`src/rtl/irq_pend_id.sv`:
```
module irq_pend_id #(
  parameter int NSRC = 4,
  parameter int NSYS = 2
) (
  input  logic              clk,
  input  logic              rst_n,
  input  logic [6*NSRC-1:0] set_i,
  input  logic [NSYS-1:0]   sys_set_i,
  input  logic [3:0]        bus_addr,
  input  logic              bus_we,
  input  logic [7:0]        bus_wdata,
  output logic [7:0]        bus_rdata,
  output logic              irq_o
);
  localparam int NMOD = 6;
  localparam logic [3:0] A_SFLG  = 4'd12;
  localparam logic [3:0] A_SEN   = 4'd13;
  localparam logic [3:0] A_IDENT = 4'd14;
  localparam logic [3:0] A_CTRL  = 4'd15;

  logic [NMOD*NSRC-1:0] flg_q, en_q;
  logic [NSYS-1:0]      sflg_q, sen_q;
  logic                 gie_q;
  logic [NMOD-1:0]      mod_pend;
  logic [7:0]           ident;

  for (genvar m = 0; m < NMOD; m++) begin : g_mod
    localparam logic [3:0] A_F = 4'(2*m);
    localparam logic [3:0] A_E = 4'(2*m+1);
    logic [NSRC-1:0] clr;
    assign clr = (bus_we && bus_addr == A_F) ? bus_wdata[NSRC-1:0] : '0;

    always_ff @(posedge clk or negedge rst_n)
      if (!rst_n) begin
        flg_q[m*NSRC +: NSRC] <= '0;
        en_q[m*NSRC +: NSRC]  <= '0;
      end else begin
        flg_q[m*NSRC +: NSRC] <= (flg_q[m*NSRC +: NSRC] & ~clr) | set_i[m*NSRC +: NSRC];
        if (bus_we && bus_addr == A_E)
          en_q[m*NSRC +: NSRC] <= bus_wdata[NSRC-1:0];
      end

    assign mod_pend[m] = |(flg_q[m*NSRC +: NSRC] & en_q[m*NSRC +: NSRC]);
  end

  logic [NSYS-1:0] sclr;
  assign sclr = (bus_we && bus_addr == A_SFLG) ? bus_wdata[NSYS-1:0] : '0;

  always_ff @(posedge clk or negedge rst_n)
    if (!rst_n) begin
      sflg_q <= '0;
      sen_q  <= '0;
      gie_q  <= 1'b0;
    end else begin
      sflg_q <= (sflg_q & ~sclr) | sys_set_i;
      if (bus_we && bus_addr == A_SEN)  sen_q <= bus_wdata[NSYS-1:0];
      if (bus_we && bus_addr == A_CTRL) gie_q <= bus_wdata[0];
    end

  assign ident = {|(sflg_q & sen_q), 1'b0, mod_pend};
  assign irq_o = gie_q & |ident;

  always_comb begin
    bus_rdata = '0;
    for (int m = 0; m < NMOD; m++) begin
      if (bus_addr == 4'(2*m))   bus_rdata[NSRC-1:0] = flg_q[m*NSRC +: NSRC];
      if (bus_addr == 4'(2*m+1)) bus_rdata[NSRC-1:0] = en_q[m*NSRC +: NSRC];
    end
    case (bus_addr)
      A_SFLG:  bus_rdata[NSYS-1:0] = sflg_q;
      A_SEN:   bus_rdata[NSYS-1:0] = sen_q;
      A_IDENT: bus_rdata = ident;
      A_CTRL:  bus_rdata[0] = gie_q;
      default: ;
    endcase
  end
endmodule


```
`config.mk`:
```
export PLATFORM = sky130hd
export DESIGN_NAME = irq_pend_id
export DESIGN_NICKNAME = d
export VERILOG_FILES = /design/src/rtl/irq_pend_id.sv
export SDC_FILE = /design/constraint.sdc
export NUM_CORES = 1
export LEC_CHECK = 0
export BUFFER_PORTS_ARGS = -buffer_cell sky130_fd_sc_hd__buf_2
export CORE_MARGIN = 1
export CORE_UTILIZATION = 35
export DETAILED_ROUTE_END_ITERATION = 8
export GPL_ROUTABILITY_DRIVEN = 1
export PLACE_DENSITY_LB_ADDON = 0.08
export SKIP_CTS_REPAIR_TIMING = 1
export SYNTH_ARGS = -nofsm -noshare
export SYNTH_HDL_FRONTEND = slang
export SYNTH_SLANG_ARGS = --single-unit
```
`constraint.sdc`:
```
create_clock -name clk -period 2.8 [get_ports clk]
set_input_delay 0.56 -clock clk [delete_from_list [all_inputs] [get_ports clk]]
set_output_delay 0.56 -clock clk [all_outputs]
set_load 0.01 [all_outputs]
```
## After elaboration in Yosys (flattened, before gate mapping)

Index checks and enable logic that the tools add are counted.

- Input port bits: 41
- Logic and storage cells: 105
- Flip-flop bits (word level): 53
- Output and inout port bits: 9

- Mux-type cells: 22
- Eq/ne operators: 15
- Reductions and logical operators: 24
- Bitwise gates (word level): 29

Operator list:

| cell | number |
|---|---|
| $mux 4 | 18 |
| $and 4x4->4 | 12 |
| $eq 4x4->1 const B | 8 |
| $reduce_or 26->1 | 1 |
| $not 4->4 | 6 |
| $or 4x4->4 | 6 |
| $reduce_or 4->1 | 6 |
| $eq 4x3->1 const B | 4 |
| $logic_and 1x1->1 | 15 |
| $eq 4x2->1 const B | 2 |
| $mux 6 | 1 |
| $and 2x2->2 | 2 |
| $eq 4x1->1 const B | 1 |
| $logic_not 4->1 | 1 |
| $pmux 1 s4 | 1 |
| $pmux 1 s3 | 1 |
| $mux 2 | 1 |
| $not 2->2 | 1 |
| $or 2x2->2 | 1 |
| $reduce_or 2->1 | 1 |
| $and 1x1->1 | 1 |

## Depth between registers and ports, before layout

Gate-level depths: netlist (run 1).

- Word-level depth: 14
- Depth in mapped cells: 7
- Gate-level depth less buffers: 5

## Worst setup path after synthesis (run 1)

No wires, ideal clock.

- Path type: in2out
- From: input bus_addr[2]
- To: output bus_rdata[3]
- Setup slack: 0.645 ns
- Arrival time: 1.595 ns
- Path buffers: 1
- Data required time: 2.240 ns
- Stages on the path: 6
- Path through: buf_4 -> and2b_2 -> nand2_1 -> o22ai_1 -> a22o_1 -> a211oi_1

- Longest elaborated chain between the ends: 14
- Elaborated cells between the ends (all ways): 26
- Classes of those cells: 12 x eq/ne; 13 x mux; 1 x reduce/logical

Ends and longest elaborated chain:

| what | line | RTL |
|---|---|---|
| start: declaration | 9 | `input logic [3:0] bus_addr,` |
| $logic_not 4->1 | 66 | `if (bus_addr == 4'(2*m)) bus_rdata[NSRC-1:0] = flg_q[m*NSRC +: NSRC];` |
| $mux 4 | 66 |  |
| $mux 4 | 67 | `if (bus_addr == 4'(2*m+1)) bus_rdata[NSRC-1:0] = en_q[m*NSRC +: NSRC];` |
| $mux 4 | 66 |  |
| $mux 4 | 67 |  |
| $mux 4 | 66 |  |
| $mux 4 | 67 |  |
| $mux 4 | 66 |  |
| $mux 4 | 67 |  |
| $mux 4 | 66 |  |
| $mux 4 | 67 |  |
| $mux 4 | 66 |  |
| $mux 4 | 67 |  |
| $mux 6 * | 69 | `case (bus_addr)` |
| end: declaration | 12 | `output logic [7:0] bus_rdata,` |

Mark *: on every way between the ends. The rest lies on a longest branch, timed or not.

## Worst setup path after layout (run 1)

- From: input bus_addr[1]
- To: output bus_rdata[3]

The elaborated chain is that of the path after synthesis.

==> run summary, run 1 <==
max cap viols: 0
chip height: 93.6 um
Initial Util: 0.359
Hold WC Path Type: in2async
Core ar.: 8180 sq um
Final Hold Fails: 0
clk_lat worst skew: 310 ps
fraction of layout cells with a size suffix above 1: 0.300
Min Clock Period, post-route: 2620 ps
flops & latches, synth: 53
RSZ-0062 raised after global routing: false
skew final: 0 ps
EDFF count, synth: 0
synth unique cells: 42
Placer Congestion: 0.862
post-route ant nets: 0
worst hold margin: 222 ps
via count: 2410
PortBufs: 44
setup_tns: 0 ps
Switch Pwr: 0.532 mW
global route hottest layer: met2
Initial DRC Count: 143
Reg2Reg Setup Slack: 1980 ps
Reg clk slew, reported paths: 100 ps
Bufs and invs on worst path: 3
Mapped Area: 2940 sq um
first-pass GRT wire length: 13600 um
sequential share of the synthesized area: 0.451
CP Cell Sequence: buf_2 > inv_1 > a22oi_1 > o22ai_1 > a222oi_1 > a211oi_2 > buf_2
Clock power frac: 0.244
CP max-delay cell: a222oi_1
combinational fraction of design power: 0.226
cell leakage power: 1.34 nW
DP HPWL: 6120 um
Seq pwr share: 0.530
Fmax achieved: 382 MHz
CTS tree: yes
Worst path most repeated cell: buf_2
Largest stage delay, worst path: 400 ps
P&R area growth vs syn: 14.7%
global-route track usage on met1: 0.284
gr ovfl total: 0
diodes inserted: 0
final worst slack: 182 ps
final period utilization: 0.935
total track usage: 0.208
critical path endpoint category: output pin
CTS root buf: clkbuf_8
ys flop type: dfrtp_1
Worst Path Required: 2240 ps
chip width: 93.6 um
Setup WS pre-CTS: 192 ps
vias per cell: 5.50
DR pass1 iterations: 4
R2R cell count: 1
Post-Syn Nets: 330
M3 GR Usage: 0.0317
# DRC: 0
Warnings, synthesis: 0
Slew Viols, Final: 0
Worst Path Max Fanout: 15
Top-Level Pins: 50
initial antenna violation count: 0
clock tree sinks: 53
final WL: 8250 um
largest net degree at the start of global routing: 54
Power Internal: 1.24 mW
nature of the critical path startpoint: input pin
delay-heaviest family, CP: compound AO/OA/AOI/OAI gates
Max Buffers Root-to-Sink: 2
syn avg cell area: 10.2 sq um
final setup fails: 0
Setup Crit Path Kind: in2out
Async SR Flop Fraction: 1.00
FF-to-FF End: en_q[9]
CP arrival: 2060 ps
fin nets: 373
vias in the first global route: 2438
die area: 8760 sq um
fill count: 873
WL/cell: 18.8 um
switching share of power: 0.300
outcome: complete, no violations
cell count after synthesis: 289
Rows: 33
Worst VDD drop: 218 uV
CTS buffer count: 5
reg-to-reg critical path startpoint: en_q[9]
depth of the CTS H-tree: 2
met2 Use GR: 0.339
PwrDens: 526 nW/um^2
-- cell families (layout without fill, tap and decap cells) --
| logic type | count (synthesis) | in the layout | share of synthesized area |
|---|---|---|---|
| and+or+nand+nor | 89 | 89 | 0.151 |
| AOI/OAI and AO/OA | 85 | 85 | 0.194 |
| DFF | 53 | 53 | 0.451 |
| muxes | 39 | 39 | 0.160 |
| buffers and inverters | 22 | 66 | 0.0426 |
| other | 1 | 1 | 0.00128 |
-- cells in the mapped netlist, drive strengths merged, types with 3 or more instances --
library cell,count,area (sq um)
o22ai,5,31.3
o21ai,19,95.1
nor2,17,68.8
nand2b,12,75.1
a22oi,13,97.6
nand3,7,35.0
clkbuf,8,30.0
buf,11,83.8
a21oi,13,65.1
mux4,3,71.3
nor2b,4,25.0
inv,3,11.3
mux2i,6,60.1
mux2,30,338
nand2,34,130
a21o,18,135
nand4,5,31.3
a211oi,3,22.5
nor3,4,30.0
dfrtp,53,1330
-- final cells by class --
type | count | area (sq um) | share of cell area
Multi-Input combinational cell | 214 | 1490 | 0.442
Inverter | 3 | 11.3 | 0.00334
Sequential cell | 53 | 1330 | 0.393
Timing Repair Buffer | 55 | 330 | 0.0980
Tap cell | 105 | 131 | 0.0390
Clock buffer | 8 | 80.1 | 0.0238
-- placed cells by master, fill, tap and decap left out, types with 3 or more instances in the layout --
cell type  Yosys  layout
a21o_1        18      18
a21oi_1       13      13
a22oi_1       13      13
buf_2          4      43
buf_4          4       9
clkbuf_1       8       3
clkbuf_8       0       5
dfrtp_1       53      53
inv_1          3       3
mux2_2        30      30
mux2i_1        6       6
nand2_1       33      33
nand2b_1      12      12
nand3_1        7       7
nand4_1        5       5
nor2_1        15      15
nor2b_1        4       4
o21ai_0       18      18
o22ai_1        5       5
-- state kept, by name, summed over array words and instances, names as in the netlist --
register and flops:
gie_q 1, flg_q 24, en_q 24, sen_q 2, sflg_q 2
-- worst max-delay path by stage --
stage                      from            to  slack [ps]  depth (start not counted)
floorplan           bus_addr[2]  bus_rdata[3]         650                          6
global placement    bus_addr[1]  bus_rdata[3]         210                          8
detailed placement  bus_addr[1]  bus_rdata[3]         190                          8
CTS                 bus_addr[1]  bus_rdata[3]         180                          8
global route        bus_addr[1]  bus_rdata[3]          20                          7
finish              bus_addr[1]  bus_rdata[3]         180                          7
-- power by group through the flow --
stage / logic (mW) / registers (mW) / clock network (mW)
after global routing: 0.445 / 0.958 / 0.476
after floorplan: 0.276 / 0.927 / 0
after CTS: 0.403 / 0.940 / 0.448
after detailed placement: 0.403 / 0.954 / 0
after global placement: 0.400 / 0.955 / 0
final: 0.400 / 0.940 / 0.432
-- metrics by stage --
step | std cells | utilization | power [mW] | instance area (sq um)
finish | 438 | 0.412 | 1.77 | 3370
global route | 438 | 0.412 | 1.88 | 3370
CTS | 438 | 0.411 | 1.79 | 3360
detailed placement | 430 | 0.402 | 1.36 | 3280
global placement | 430 | 0.402 | 1.35 | 3280
floorplan | 289 | - | 1.20 | 2940
-- metal layers --
| layer | part of all wire | vias up |
|---|---|---|
| li1 | - | 1147 |
| met1 | 0.46 | 1196 |
| met2 | 0.48 | 57 |
| met3 | 0.041 | 10 |
| met4 | 0.019 | 0 |
| met5 | 0 | - |
Power figures use the tool's default switching activity.
==> inputs of run 2 (changes only) <==
--- a/config.mk
+++ b/config.mk
@@ -6,11 +6,13 @@
 export NUM_CORES = 1
 export LEC_CHECK = 0
 export BUFFER_PORTS_ARGS = -buffer_cell sky130_fd_sc_hd__buf_2
+export CORE_ASPECT_RATIO = 1.4
 export CORE_MARGIN = 1
 export CORE_UTILIZATION = 35
 export DETAILED_ROUTE_END_ITERATION = 8
 export GPL_ROUTABILITY_DRIVEN = 1
 export PLACE_DENSITY_LB_ADDON = 0.08
+export RECOVER_POWER = 25
 export SKIP_CTS_REPAIR_TIMING = 1
 export SYNTH_ARGS = -nofsm -noshare
 export SYNTH_HDL_FRONTEND = slang
==> run 2 against run 1 <==
- die area is essentially flat
- worst hold slack better by 220 ps
- final area is 0.33% higher
- maximum frequency increased by 0.18%
- non-clock buffer count is 2 lower
- clock skew unchanged
- final cell count decreased by 1.4%
- via count down 0.58%
- utilization increased by 0.27 points
- flip-flop and latch count is the same
- routed wire length about the same
- largest cell class unchanged
- highest routed layer unchanged
==> run summary, run 2 (synthesis results as in run 1) <==
outcome: complete, no violations
setup_tns: 0 ps
CTS root buf: clkbuf_16
CTS buffer count: 5
die area: 8770 sq um
cell leakage power: 1.35 nW
Initial DRC Count: 186
vias per cell: 5.55
Setup Crit Path Kind: in2out
total track usage: 0.202
worst hold margin: 438 ps
commonest non-fill, non-tap cells in the layout: dfrtp_1, buf_2, nand2_1, mux2_2
Placer Congestion: 0.897
Reg clk slew, reported paths: 60 ps
post-route ant nets: 0
flip-flop and latch area: 1330 sq um
WL/cell: 19.1 um
clk_lat worst skew: 290 ps
PwrDens: 578 nW/um^2
clock tree sinks: 53
nature of the critical path startpoint: input pin
initial antenna violation count: 0
Multi-input gate area: 1490 sq um
chip width: 79.4 um
Initial Util: 0.361
Fmax achieved: 383 MHz
Worst Path Required: 2240 ps
P&R area growth vs syn: 15.1%
CTS tree: yes
skew final: 0 ps
fill count: 862
first-pass GRT wire length: 13500 um
commonest non-fill, non-tap cell in the layout: dfrtp_1
fraction of layout cells with a size suffix above 1: 0.297
Max Buffers Root-to-Sink: 2
actual slew at the worst max-slew pin: 1340 ps
biggest regs: en_q (24), flg_q (24)
Min Clock Period, post-route: 2610 ps
final WL: 8250 um
vias in the first global route: 2546
diodes inserted: 0
final period utilization: 0.933
via count: 2396
Worst VDD drop: 364 uV
final setup fails: 0
DP HPWL: 6160 um
DR pass1 iterations: 4
Slew HR: 0.107
critical path endpoint category: output pin
RSZ-0062 raised after global routing: false
Top-Level Pins: 50
# DRC: 0
Hold WC Path Type: in2reg
Slew Viols, Final: 0
Worst Path Max Fanout: 16
CP arrival: 2050 ps
Rows: 39
PortBufs: 44
fin nets: 371
chip height: 110 um
Core ar.: 8150 sq um
max cap viols: 0
depth of the CTS H-tree: 2
Final Hold Fails: 0
gr ovfl total: 0
largest net degree at the start of global routing: 54
total power: 1.96 mW
run 2: through the flow:
step / cell area [sq um] / util / instances / worst slack, ps
floorplan: 2940 / - / 289 / 645
global placement: 3250 / 0.399 / 425 / 142
detailed placement: 3250 / 0.399 / 425 / 147
CTS: 3390 / 0.417 / 432 / 137
global route: 3380 / 0.415 / 432 / 79.9
finish: 3380 / 0.415 / 432 / 187
run 2: critical path, stage by stage:
cell      delay [ps]
clkbuf_4         250
buf_4            230
nand2b_1          70
a22oi_1          140
o22ai_1          130
a222oi_1         410
a211oi_1          90
buf_2            160
run 2: area by class of cell:
class / instances / area share
Clock buffer: 7 / 0.0422
Inverter: 3 / 0.00333
Multi-Input combinational cell: 214 / 0.440
Sequential cell: 53 / 0.392
Tap cell: 102 / 0.0377
Timing Repair Buffer: 53 / 0.0851
run 2: report_power, final:
group          internal [mW]  leakage, nW  switching, mW  total (mW)
clock                  0.352       0.0700          0.264       0.616
combinational          0.195        0.716          0.198       0.393
sequential             0.862        0.561         0.0850       0.947
run 2: layer usage:
layer  vias to the layer above  global-route usage  share of wire
li1                       1142                   -              -
met1                      1168               0.261           0.45
met2                        74               0.334           0.49
met3                        12              0.0388          0.042
met4                         0              0.0679          0.020
met5                         -                   0              0
run 2: final timing paths:
check                                 start           end  slack [ps]  depth (start not counted)
worst max-delay path            bus_addr[0]  bus_rdata[3]         190                          8
worst min-delay path               set_i[2]      flg_q[2]         440                          2
worst max register to register     en_q[17]      en_q[17]        1970                          1
worst min register to register    flg_q[10]     flg_q[10]         510                          1
max in group asynchronous             rst_n     flg_q[12]        1350                          2
min in group asynchronous             rst_n     sflg_q[0]         650                          2
==> inputs of run 3 (changes only) <==
--- a/config.mk
+++ b/config.mk
@@ -11,7 +11,6 @@
 export CORE_UTILIZATION = 35
 export DETAILED_ROUTE_END_ITERATION = 8
 export GPL_ROUTABILITY_DRIVEN = 1
-export PLACE_DENSITY_LB_ADDON = 0.08
 export RECOVER_POWER = 25
 export SKIP_CTS_REPAIR_TIMING = 1
 export SYNTH_ARGS = -nofsm -noshare
==> run 3 against run 2 <==
- via count is 0.33% higher
- utilization is 0.35 points higher
- non-clock buffer count is 2 lower
- first-iteration DRC count is 12% higher
- routed wire length is 6.6% lower
- worst hold slack better by 1.1 ps
==> run summary, run 3 (synthesis results as in run 1) <==
outcome: complete, no violations
Initial Util: 0.361
max cap viols: 0
Slew Viols, Final: 0
Core ar.: 8150 sq um
post-route ant nets: 0
fraction of layout cells with a size suffix above 1: 0.295
largest net degree at the start of global routing: 54
vias in the first global route: 2426
final setup fails: 0
Setup Crit Path Kind: in2out
depth of the CTS H-tree: 2
DR pass1 iterations: 4
worst hold margin: 439 ps
CP Cell Sequence: buf_2 > mux4_1 > nor2_1 > a21oi_1 > o21ai_0 > a22oi_1 > buf_2
clk_lat worst skew: 290 ps
Max Buffers Root-to-Sink: 2
CP arrival: 2060 ps
Worst Path Required: 2240 ps
diodes inserted: 0
first-pass GRT wire length: 12700 um
Rows: 39
die area: 8770 sq um
Min Clock Period, post-route: 2620 ps
chip width: 79.4 um
final WL: 7710 um
RSZ-0062 raised after global routing: false
biggest regs: en_q (24), flg_q (24)
Reg2Reg Setup Slack: 1990 ps
initial antenna violation count: 0
final period utilization: 0.936
Reg clk slew, reported paths: 70 ps
Fmax achieved: 381 MHz
Slew HR: 0.134
commonest non-fill, non-tap cells in the layout: dfrtp_1, buf_2, nand2_1, mux2_2
skew final: 0 ps
WL/cell: 17.9 um
DP HPWL: 5680 um
nature of the critical path startpoint: input pin
cell leakage power: 1.36 nW
fill count: 831
chip height: 110 um
Initial DRC Count: 208
CTS root buf: clkbuf_16
# DRC: 0
Worst Path Max Fanout: 13
fin nets: 369
commonest non-fill, non-tap cell in the layout: dfrtp_1
actual slew at the worst max-slew pin: 1300 ps
via count: 2404
Worst VDD drop: 239 uV
total track usage: 0.189
gr ovfl total: 0
Largest stage delay, worst path: 630 ps
Placer Congestion: 0.842
PortBufs: 44
clock tree sinks: 53
setup_tns: 0 ps
PwrDens: 602 nW/um^2
Hold WC Path Type: in2reg
Worst path most repeated cell: buf_2
CTS tree: yes
P&R area growth vs syn: 16.1%
critical path endpoint category: output pin
CP max-delay cell: mux4_1
CTS buffer count: 5
Final Hold Fails: 0
vias per cell: 5.58
Top-Level Pins: 50
[run 3: routing by layer]
metal | global-route usage | up-vias | wire, um
met5 | 0 | - | 0
met4 | 0.0885 | 0 | 205
met3 | 0.0223 | 15 | 300
met2 | 0.316 | 66 | 3970
met1 | 0.238 | 1180 | 3230
li1 | - | 1143 | -
[run 3: final timing paths]
| kind | to | start | depth (start not counted) |
|---|---|---|---|
| worst max-delay path | bus_rdata[1] | bus_addr[0] | 7 |
| worst min-delay path | flg_q[14] | set_i[14] | 2 |
| worst max register to register | en_q[17] | en_q[17] | 1 |
| worst min register to register | flg_q[0] | flg_q[0] | 1 |
| max in group asynchronous | en_q[9] | rst_n | 2 |
| min in group asynchronous | flg_q[1] | rst_n | 2 |
[run 3: layout make-up]
| class | count | area, sq um | area share |
|---|---|---|---|
| Clock buffer | 7 | 143 | 0.0418 |
| Multi-Input combinational cell | 214 | 1490 | 0.436 |
| Tap cell | 102 | 128 | 0.0374 |
| Timing Repair Buffer | 51 | 287 | 0.0840 |
| Sequential cell | 53 | 1330 | 0.389 |
| Clock inverter | 1 | 30.0 | 0.00880 |
| Inverter | 3 | 11.3 | 0.00330 |
[run 3: worst max-delay path: cells and delay by family]
kind            cells  cell delay [ps]
simple gates        1              110
compound gates      3              330
buf+inv             2              430
mux                 1              630
[run 3: stage by stage]
| stage | setup WS [ps] | utilization | area (sq um) | std cells | total power [mW] |
|---|---|---|---|---|---|
| 3_3_place_gp | 126 | 0.397 | 3240 | 423 | 1.34 |
| 6_report | 178 | 0.419 | 3410 | 431 | 2.05 |
| 2_1_floorplan | 645 | - | 2940 | 289 | 1.20 |
| 5_1_grt | 56.1 | 0.419 | 3410 | 431 | 2.14 |
| 3_5_place_dp | 151 | 0.397 | 3240 | 423 | 1.34 |
| 4_1_cts | 136 | 0.418 | 3410 | 431 | 2.07 |
[run 3: report_power, final]
| group | internal, mW | total (mW) | switching (mW) |
|---|---|---|---|
| sequential | 0.862 | 0.941 | 0.0790 |
| clock | 0.447 | 0.721 | 0.274 |
| combinational | 0.195 | 0.392 | 0.197 |
| total | 1.50 | 2.05 | 0.550 |
